[config.mk]
export PLATFORM = sky130hd
export DESIGN_NAME = async_tx_engine
export DESIGN_NICKNAME = d
export VERILOG_FILES = /design/src/rtl/async_tx_pkg.sv /design/src/rtl/tx_word_fifo.sv /design/src/rtl/tx_bit_timer.sv /design/src/rtl/tx_frame_shifter.sv /design/src/rtl/async_tx_engine.sv
export SDC_FILE = /design/constraint.sdc
export NUM_CORES = 1
export LEC_CHECK = 0
export ABC_AREA = 0
export BUFFER_PORTS_ARGS = -buffer_cell sky130_fd_sc_hd__buf_2
export CORE_MARGIN = 5
export CORE_UTILIZATION = 37
export CTS_BUF_LIST = sky130_fd_sc_hd__clkbuf_4
export DETAILED_ROUTE_END_ITERATION = 8
export SLEW_MARGIN = 20
export SYNTH_ARGS = -nofsm -noshare
export SYNTH_HDL_FRONTEND = slang
export SYNTH_SLANG_ARGS = --single-unit
[constraint.sdc]
create_clock -name clk -period 0.92 [get_ports clk]
set_input_delay 0.046 -clock clk [delete_from_list [all_inputs] [get_ports clk]]
set_output_delay 0.046 -clock clk [all_outputs]
set_load 0.01 [all_outputs]
[src/rtl/async_tx_pkg.sv]
package async_tx_pkg;

  localparam int BASE_W = 8;

  typedef enum logic [1:0] {
    PAR_OFF  = 2'b00,
    PAR_EVEN = 2'b01,
    PAR_ODD  = 2'b10,
    PAR_OFF2 = 2'b11
  } par_mode_e;

  typedef struct packed {
    logic              bit8;
    logic [BASE_W-1:0] data;
  } tx_word_t;

endpackage

[src/rtl/tx_word_fifo.sv]
module tx_word_fifo #(
  parameter int DEPTH = 4,
  parameter int W     = 9
) (
  input  logic         clk,
  input  logic         rst_n,
  input  logic         push_i,
  input  logic [W-1:0] din_i,
  input  logic         pop_i,
  output logic [W-1:0] dout_o,
  output logic         empty_o,
  output logic         full_o
);

  localparam int AW = (DEPTH > 1) ? $clog2(DEPTH) : 1;
  localparam int CW = $clog2(DEPTH + 1);

  logic [W-1:0]  mem_q [DEPTH];
  logic [AW-1:0] wr_q, wr_d, rd_q, rd_d;
  logic [CW-1:0] cnt_q, cnt_d;
  logic          do_push, do_pop;

  assign full_o  = (cnt_q == CW'(DEPTH));
  assign empty_o = (cnt_q == '0);
  assign do_push = push_i && !full_o;
  assign do_pop  = pop_i && !empty_o;
  assign dout_o  = mem_q[rd_q];

  always_comb begin
    wr_d  = wr_q;
    rd_d  = rd_q;
    cnt_d = cnt_q;
    if (do_push) begin
      wr_d = (wr_q == AW'(DEPTH - 1)) ? '0 : wr_q + 1'b1;
    end
    if (do_pop) begin
      rd_d = (rd_q == AW'(DEPTH - 1)) ? '0 : rd_q + 1'b1;
    end
    case ({do_push, do_pop})
      2'b10:   cnt_d = cnt_q + 1'b1;
      2'b01:   cnt_d = cnt_q - 1'b1;
      default: cnt_d = cnt_q;
    endcase
  end

  always_ff @(posedge clk or negedge rst_n) begin
    if (!rst_n) begin
      wr_q  <= '0;
      rd_q  <= '0;
      cnt_q <= '0;
    end else begin
      wr_q  <= wr_d;
      rd_q  <= rd_d;
      cnt_q <= cnt_d;
    end
  end

  always_ff @(posedge clk) begin
    if (do_push) begin
      mem_q[wr_q] <= din_i;
    end
  end

endmodule

[src/rtl/tx_bit_timer.sv]
module tx_bit_timer #(
  parameter int OVS = 16
) (
  input  logic clk,
  input  logic rst_n,
  input  logic restart_i,
  input  logic run_i,
  input  logic tick_i,
  output logic bit_end_o
);

  localparam int CW = (OVS > 1) ? $clog2(OVS) : 1;

  logic [CW-1:0] cnt_q, cnt_d;

  assign bit_end_o = run_i && tick_i && (cnt_q == CW'(OVS - 1));

  always_comb begin
    cnt_d = cnt_q;
    if (restart_i) begin
      cnt_d = '0;
    end else if (run_i && tick_i) begin
      cnt_d = bit_end_o ? '0 : cnt_q + 1'b1;
    end
  end

  always_ff @(posedge clk or negedge rst_n) begin
    if (!rst_n) begin
      cnt_q <= '0;
    end else begin
      cnt_q <= cnt_d;
    end
  end

endmodule

[src/rtl/tx_frame_shifter.sv]
module tx_frame_shifter
  import async_tx_pkg::*;
(
  input  logic      clk,
  input  logic      rst_n,
  input  logic      load_i,
  input  tx_word_t  word_i,
  input  logic      nine_bit_i,
  input  par_mode_e par_i,
  input  logic      two_stop_i,
  input  logic      bit_end_i,
  output logic      busy_o,
  output logic      line_o
);

  localparam int FRAME_W = 1 + BASE_W + 1 + 2;
  localparam int LW      = $clog2(FRAME_W + 1);

  logic [FRAME_W-1:0] sh_q, sh_d, frame;
  logic [LW-1:0]      left_q, left_d, nbits;
  logic               busy_q, busy_d;
  logic               has_ext, ext_bit;

  always_comb begin
    has_ext = nine_bit_i || (par_i == PAR_EVEN) || (par_i == PAR_ODD);
    if (nine_bit_i) begin
      ext_bit = word_i.bit8;
    end else if (par_i == PAR_ODD) begin
      ext_bit = ~^word_i.data;
    end else begin
      ext_bit = ^word_i.data;
    end
    frame              = '1;
    frame[0]           = 1'b0;
    frame[BASE_W:1]    = word_i.data;
    if (has_ext) begin
      frame[BASE_W+1] = ext_bit;
    end
    nbits = LW'(1 + BASE_W) + LW'(has_ext) + (two_stop_i ? LW'(2) : LW'(1));
  end

  always_comb begin
    sh_d   = sh_q;
    left_d = left_q;
    busy_d = busy_q;
    if (load_i) begin
      sh_d   = frame;
      left_d = nbits;
      busy_d = 1'b1;
    end else if (busy_q && bit_end_i) begin
      sh_d   = {1'b1, sh_q[FRAME_W-1:1]};
      left_d = left_q - 1'b1;
      if (left_q == LW'(1)) begin
        busy_d = 1'b0;
      end
    end
  end

  always_ff @(posedge clk or negedge rst_n) begin
    if (!rst_n) begin
      sh_q   <= '1;
      left_q <= '0;
      busy_q <= 1'b0;
    end else begin
      sh_q   <= sh_d;
      left_q <= left_d;
      busy_q <= busy_d;
    end
  end

  assign busy_o = busy_q;
  assign line_o = busy_q ? sh_q[0] : 1'b1;

endmodule

[src/rtl/async_tx_engine.sv]
module async_tx_engine
  import async_tx_pkg::*;
#(
  parameter int QDEPTH = 4,
  parameter int OVS    = 16
) (
  input  logic       clk,
  input  logic       rst_n,
  input  logic       tick16_i,
  input  logic       wr_en_i,
  input  logic [7:0] wr_data_i,
  input  logic       wr_bit8_i,
  input  logic       nine_bit_i,
  input  logic [1:0] parity_sel_i,
  input  logic       two_stop_i,
  input  logic       brk_i,
  output logic       txd_o,
  output logic       full_o,
  output logic       idle_o,
  output logic       irq_o
);

  localparam int WORD_W = $bits(tx_word_t);

  logic [1:0] rst_sync_q;
  logic       rst_int_n;
  tx_word_t   wr_word, head_word;
  logic       q_empty, q_full, load, busy, bit_end, line;
  logic       irq_q, irq_d;

  always_ff @(posedge clk or negedge rst_n) begin
    if (!rst_n) begin
      rst_sync_q <= 2'b00;
    end else begin
      rst_sync_q <= {rst_sync_q[0], 1'b1};
    end
  end
  assign rst_int_n = rst_sync_q[1];

  assign wr_word.bit8 = wr_bit8_i;
  assign wr_word.data = wr_data_i;
  assign load         = !busy && !q_empty;

  tx_word_fifo #(.DEPTH(QDEPTH), .W(WORD_W)) u_fifo (
    .clk     (clk),
    .rst_n   (rst_int_n),
    .push_i  (wr_en_i),
    .din_i   (wr_word),
    .pop_i   (load),
    .dout_o  (head_word),
    .empty_o (q_empty),
    .full_o  (q_full)
  );

  tx_bit_timer #(.OVS(OVS)) u_timer (
    .clk       (clk),
    .rst_n     (rst_int_n),
    .restart_i (load),
    .run_i     (busy),
    .tick_i    (tick16_i),
    .bit_end_o (bit_end)
  );

  tx_frame_shifter u_shift (
    .clk        (clk),
    .rst_n      (rst_int_n),
    .load_i     (load),
    .word_i     (head_word),
    .nine_bit_i (nine_bit_i),
    .par_i      (par_mode_e'(parity_sel_i)),
    .two_stop_i (two_stop_i),
    .bit_end_i  (bit_end),
    .busy_o     (busy),
    .line_o     (line)
  );

  assign irq_d = load;

  always_ff @(posedge clk or negedge rst_int_n) begin
    if (!rst_int_n) begin
      irq_q <= 1'b0;
    end else begin
      irq_q <= irq_d;
    end
  end

  assign txd_o  = brk_i ? 1'b0 : line;
  assign full_o = q_full;
  assign idle_o = q_empty && !busy;
  assign irq_o  = irq_q;

endmodule

# After elaboration in Yosys (flattened, before gate mapping)

Memories as Yosys holds them, arrays and structs flattened.
Cells that the tools add are included.

Memories kept: 1
Output and inout bits: 4
Word-level logic and storage cells: 68
Bits in registers: 31
RAM bits: 36

Reductions and logical operators: 20
Equal/unequal tests: 9
Multiplexer cells: 21
Add/subtract/negate cells: 8

Memories:

| memory       | words | bits a word | rd ports | clocked after Yosys merged registers in | wr ports | RTL line           | RTL |
|---|---|---|---|---|---|---|---|
| u_fifo.mem_q | 4     | 9           | 1        | 0                                       | 1        | tx_word_fifo.sv:18 | `logic [W-1:0] mem_q [DEPTH];` |

Operator list:

| kind                | number |
|---|---|
| $mux 12             | 2 |
| $mux 4              | 5 |
| $mux 1              | 10 |
| $eq 2x2->1 const B  | 4 |
| $reduce_bool 2->1   | 4 |
| $reduce_xnor 8->1   | 1 |
| $reduce_xor 8->1    | 1 |
| $logic_and 1x1->1   | 7 |
| $mux 2              | 3 |
| $pmux 3 s2          | 1 |
| $add 2x1->2 const B | 2 |
| $add 4x1->4 const A | 1 |
| $add 4x1->4 const B | 1 |
| $add 4x4->4         | 1 |
| $eq 2x1->1 const B  | 2 |
| $eq 4x1->1 const B  | 1 |
| $eq 4x4->1 const B  | 1 |
| $sub 4x1->4 const B | 1 |
| $add 3x1->3 const B | 1 |
| $eq 3x3->1 const B  | 1 |
| $logic_not 1->1     | 3 |
| $logic_not 3->1     | 1 |
| $sub 3x1->3 const B | 1 |
| $logic_or 1x1->1    | 2 |
| $reduce_and 2->1    | 1 |

# Logic depth before layout (Yosys ltp)

Depth after elaboration: 6
Depth in mapped cells: 11
Gate-level depth less buffers: 10

# Cells and area by module

Synthesis repeated with hierarchy kept, for this count alone.

Cell total of the unflattened synthesis: 203
Area total of the unflattened synthesis: 2949.1 um^2

By module, submodules not included:

| module           | cells each | seq. area each (um^2) | area each (um^2) | times used |
|---|---|---|---|---|
| tx_word_fifo     | 88         | 1256.2                | 1778.0           | 1 |
| tx_frame_shifter | 85         | 387.9                 | 864.6            | 1 |
| tx_bit_timer     | 23         | 100.1                 | 203.9            | 1 |
| async_tx_engine  | 7          | 75.1                  | 102.6            | 1 |

# Worst setup path after synthesis

OpenSTA, ideal clock, no wires.

Kind: reg-to-reg
From: register u_fifo.cnt_q[0]
To: register u_fifo.cnt_q[2]
Setup time: 0.079 ns
Stages on the path, launching flop included: 12
Period minus slack after synthesis: 2.300 ns
Path slack: -1.380 ns
Arrival time: 2.221 ns
Cells stage by stage: dfrtp_1 > nor3_1 > or2_2 > clkbuf_1 > inv_1 > clkbuf_1 > ha_1 > inv_1 > fa_1 > xor2_1 > nor2_1 > xor2_1

Longest elaborated chain between the ends: 6

Ends and longest elaborated chain:

| element                                         | RTL line                                  | RTL |
|---|---|---|
| from (decl)                                     | tx_word_fifo.sv:20                        | `logic [CW-1:0] cnt_q, cnt_d;` |
| from (signal assigned)                          | tx_word_fifo.sv:54                        | `cnt_q <= cnt_d;` |
| $logic_not 3->1 *                               | tx_word_fifo.sv:24                        | `assign empty_o = (cnt_q == '0);` |
| $logic_not 1->1 *                               | tx_word_fifo.sv:26, async_tx_engine.sv:42 |  |
| $logic_and 1x1->1                               | async_tx_engine.sv:42                     | `assign load = !busy && !q_empty;` |
| $logic_and 1x1->1 *                             | tx_word_fifo.sv:26                        | `assign do_pop = pop_i && !empty_o;` |
| named net u_fifo.do_pop                         | tx_word_fifo.sv:21                        | `logic do_push, do_pop;` |
| $eq 2x1->1 or $eq 2x2->1 (tied branches)        | tx_word_fifo.sv:39                        | `case ({do_push, do_pop})` |
| $pmux 3 s2 or $reduce_bool 2->1 (tied branches) | --                                        |  |

The timed path passes the listed nets; every way through them passes the cells marked *.
A chain may end at the register's enable or synchronous reset.

# Worst setup path in the final report

From: register u_fifo.rd_q[0]
To: register u_shift.sh_q[9]

Longest elaborated chain between the ends: 6

Ends and longest elaborated chain:

| element                                               | RTL line                                       | RTL |
|---|---|---|
| from (decl)                                           | tx_word_fifo.sv:19                             | `logic [AW-1:0] wr_q, wr_d, rd_q, rd_d;` |
| from (signal assigned)                                | tx_word_fifo.sv:53                             | `rd_q <= rd_d;` |
| $mem_v2 4x9 *                                         | --                                             |  |
| $reduce_xor 8->1 or $reduce_xnor 8->1 (tied branches) | tx_frame_shifter.sv:31, tx_frame_shifter.sv:29 |  |
| $mux 1                                                | tx_frame_shifter.sv:28                         | `end else if (par_i == PAR_ODD) begin` |
| $mux 1 *                                              | tx_frame_shifter.sv:26                         | `if (nine_bit_i) begin` |
| $mux 1 *                                              | tx_frame_shifter.sv:36                         | `if (has_ext) begin` |
| $mux 12 *                                             | tx_frame_shifter.sv:46                         | `if (load_i) begin` |
| to (signal assigned)                                  | tx_frame_shifter.sv:61                         | `sh_q <= '1;` |
| to (signal assigned)                                  | tx_frame_shifter.sv:65                         | `sh_q <= sh_d;` |
| to (decl)                                             | tx_frame_shifter.sv:19                         | `logic [FRAME_W-1:0] sh_q, sh_d, frame;` |

Mark *: on every way between the ends. The rest lies on a longest branch, timed or not.

==> results.json <==
{
  "outcome": "finished with violations",
  "failed_checks": "setup timing",
  "seq_area_um2": 1820,
  "worst_skew_pair.late_latency_ns": 0.43,
  "power_leakage_nw": 1.91,
  "port_buffers": 21,
  "clock_tree.buffer_depth": 2,
  "synth.largest_area_cell": "sky130_fd_sc_hd__edfxtp_1",
  "floorplan.die.width_um": 98.4,
  "synthXorXnorAreaFrac_pct": 4.58,
  "detail_route.first_pass.iterations": 7,
  "nFillCells": 624,
  "ff2ff_path_depth": 7,
  "cp-startpoint": "u_fifo.rd_q[0]$_DFFE_PN0P_",
  "pwr_density_cell_nw_per_um2": 2100,
  "vias_per_cell": 4.76,
  "routed_wire_length_per_instance_um": 15.4,
  "multi_input_comb_area_um2": 1290,
  "drt_wl_total_mm": 6.69,
  "synthTopCellsByArea": "sky130_fd_sc_hd__edfxtp_1 37%, sky130_fd_sc_hd__dfrtp_1 16%, sky130_fd_sc_hd__dfstp_2 9.1%",
  "number_of_antenna_violations_at_the_first_check_in_global_routing": 0,
  "holdWs_ns": 0.0794,
  "synth_compound_area_share_pct": 5.49,
  "via_count": 2069,
  "gr-max-usage-layer": "met2",
  "drv.max_cap_violation_count": 0,
  "post-route-drc-count": 0,
  "floorplan.initialDensity_pct": 37.6,
  "ff_latch_count_synth": 65,
  "grt_pass1_vias": 2207,
  "unrepaired_setup_endpoints_after_global_routing": "true",
  "multiplexer_fraction_of_the_synthesized_cell_area_pct": 7.87,
  "path_clk_slew_ns": 0.12,
  "placedInstanceArea_um2": 3470,
  "cts_made_buffers": 9,
  "postLayoutSetupSlackWorst_ns": -1.11,
  "rr_startpoint": "u_fifo.rd_q[0]$_DFFE_PN0P_",
  "clock_skew_after_layout_ns": 0.0134,
  "cts.root.buffer_cell": "sky130_fd_sc_hd__clkbuf_4",
  "gpl.final_weighted_congestion": 0.724,
  "tritoncts": "done",
  "detail_route.iter0.violations": 70,
  "setup.worst_path.class": "reg2reg",
  "final_net_count": 358,
  "yosysTopAreaCellShare_pct": 37.4,
  "row_count": 32,
  "globalRouteOverflowTotal": 0,
  "groute.usage.overall_pct": 14.6,
  "synthSimpleGateAreaFrac_pct": 10.4,
  "min-delay-path-class": "in2reg",
  "finalSetupViolCount": 67,
  "synth_top_family_by_area": "simple AND/OR/NAND/NOR gates",
  "fp.dieArea_um2": 9690,
  "hold_violation_count_in_the_final_report": 0,
  "clkSinkCount": 65,
  "global_route.usage.met1_pct": 16.6,
  "antenna_left": 0,
  "fin_crit_sh_pct": 221,
  "final_cell_count_no_fill": 435,
  "synth-main-ff-cell": "sky130_fd_sc_hd__edfxtp_1",
  "worstPathRequired_ns": 1.29,
  "final_area_um2": 4480,
  "final_max_slew_viol_count": 0,
  "post-synth-top-count-cell": "sky130_fd_sc_hd__edfxtp_1",
  "crit_end": "u_shift.sh_q[9]$_DFFE_PN1P_",
  "synthAdderAreaFrac_pct": 5.45,
  "timing.final.crit_period_ns": 2.03,
  "grt_start_max_net_pins": 28,
  "dpl_worst_slack_ns": -1.13,
  "postSynthCellCount": 207,
  "dp.cells": 362,
  "worst-r2r-setup-slack_ns": -1.11,
  "synthesis.nets": 237,
  "gr_met3_demand_resource_pct": 3.96,
  "flow.area_growth_from_synthesis_pct": 54.8,
  "die-height_um": 98.4,
  "hpwlAfterDp_mm": 3.92,
  "cts_max_level": 3,
  "post-layout-total-power_mw": 9.42,
  "cp-end-kind": "flip-flop",
  "synth_async_reset_ratio_pct": 44.6,
  "groute.layer.met2.usage_pct": 25.9,
  "seq_area_frac_synth_pct": 62.9,
  "count_of_cells_along_the_worst_hold_path": 5,
  "startpoint_type": "flip-flop",
  "crit-reg2reg-capture": "u_shift.sh_q[9]$_DFFE_PN1P_",
  "maxClockFrequency_mhz": 493,
  "coreArea_um2": 7690,
  "post_route_cells_drive_above_1_share_pct": 59.8,
  "synth.top_cells.by_count": "36 x sky130_fd_sc_hd__edfxtp_1, 22 x sky130_fd_sc_hd__nand2_1, 19 x sky130_fd_sc_hd__dfrtp_1",
  "timing.critical_path.arrival_ns": 2.40,
  "grt_first_pass_wirelength_mm": 10.9,
  "yosysWarnings": 0,
  "vdd.ir_drop.worst_uv": 1150,
  "synth.avg_cell_area_um2": 14.0,
  "synthesis.area_um2": 2890,
  "n_antenna_cell": 0,
  "ioPinCount": 22,
  "timing.critical_path.fanout_max": 3,
  "synth-edff-count": 36,
  "post_synth_num_cell_types": 40
}
[worst min path at each step]
stage | startpoint | endpoint | slack (ns)
after floorplan | rst_n | rst_sync_q[0]$_DFF_PN0_ | -0.25
after global placement | rst_n | rst_sync_q[0]$_DFF_PN0_ | -0.17
after detailed placement | rst_n | rst_sync_q[0]$_DFF_PN0_ | -0.17
after CTS | wr_en_i | u_fifo.wr_q[0]$_DFFE_PN0P_ | 0.04
after global routing | tick16_i | u_timer.cnt_q[1]$_DFFE_PN0P_ | 0.08
final | tick16_i | u_timer.cnt_q[1]$_DFFE_PN0P_ | 0.08
[routing by layer]
metal	vias to the layer above	share of wire, %	wire length [um]
met4	0	2.3	152
li1	997	-	-
met1	1024	42	2820
met5	-	0	0
met3	15	3.1	208
met2	33	52	3510
[stage by stage]
stage                     TNS [ns]  util (%)
after global placement      -33.60      45.1
after detailed placement    -34.01      45.1
after CTS                   -38.59      55.1
after floorplan             -29.37         -
final                       -38.76      58.3
after global routing        -42.05      58.3
[final cells by class]
type / instances / share of cell area, %
sequential: 65 / 40.7
clock inverter: 7 / 1.73
multi-input combinational: 126 / 28.9
timing repair buffer: 113 / 23.2
inverter: 13 / 1.15
clock buffer: 9 / 1.51
tap: 102 / 2.85
[cells in the final DEF (no fill, tap or decap), drive strengths merged, types with 3 or more instances in the layout]
cell type,instances
o21ai,11
dlygate4sd3,13
a21oi,3
ha,11
a31oi,3
o22ai,4
dfstp,10
clkbuf,9
nor2,17
buf,99
mux4,9
xnor2,5
nand2,22
and2,9
inv,16
xor2,4
dfrtp,19
edfxtp,36
[logic make-up after synthesis]
logic type	Yosys count
and+or+nand+nor	62
DFF	65
buffers and inverters	20
AOI/OAI and AO/OA	26
muxes	10
other	1
xor gates and xnor gates	11
adders and majority gates	12
[flip-flops by register name, indices dropped and copies added (netlist names)]
name            flops
rst_sync_q          2
u_fifo.rd_q         2
irq_o               1
u_timer.cnt_q       4
u_fifo.cnt_q        3
u_shift.left_q      4
u_fifo.wr_q         2
u_shift.sh_q       10
u_fifo.mem_q       36
u_shift.busy_o      1
[critical path, cell delays in order (launching register included)]
cell and delay, ns:
sky130_fd_sc_hd__dfrtp_2 0.44, sky130_fd_sc_hd__buf_4 0.14, sky130_fd_sc_hd__buf_4 0.12, sky130_fd_sc_hd__mux4_2 0.46
sky130_fd_sc_hd__xor3_1 0.40, sky130_fd_sc_hd__nand4bb_4 0.21, sky130_fd_sc_hd__mux2i_1 0.14, sky130_fd_sc_hd__nor2_1 0.06
[where the power goes]
group,switching (mW),internal (mW),total (mW)
combinational,1.42,1.85,3.27
sequential,0.362,3.75,4.12
clock,1.18,0.854,2.03
total,2.96,6.46,9.42
[repair_timing]
item,CTS,global route
gates resized for setup,69,41
endpoints found under the setup margin,67,67
setup buffers,23,20
hold buffers,13,0
hold endpoints to repair,41,0
cloned,6,0
pin swaps,31,21
Power figures use the tool's default switching activity.
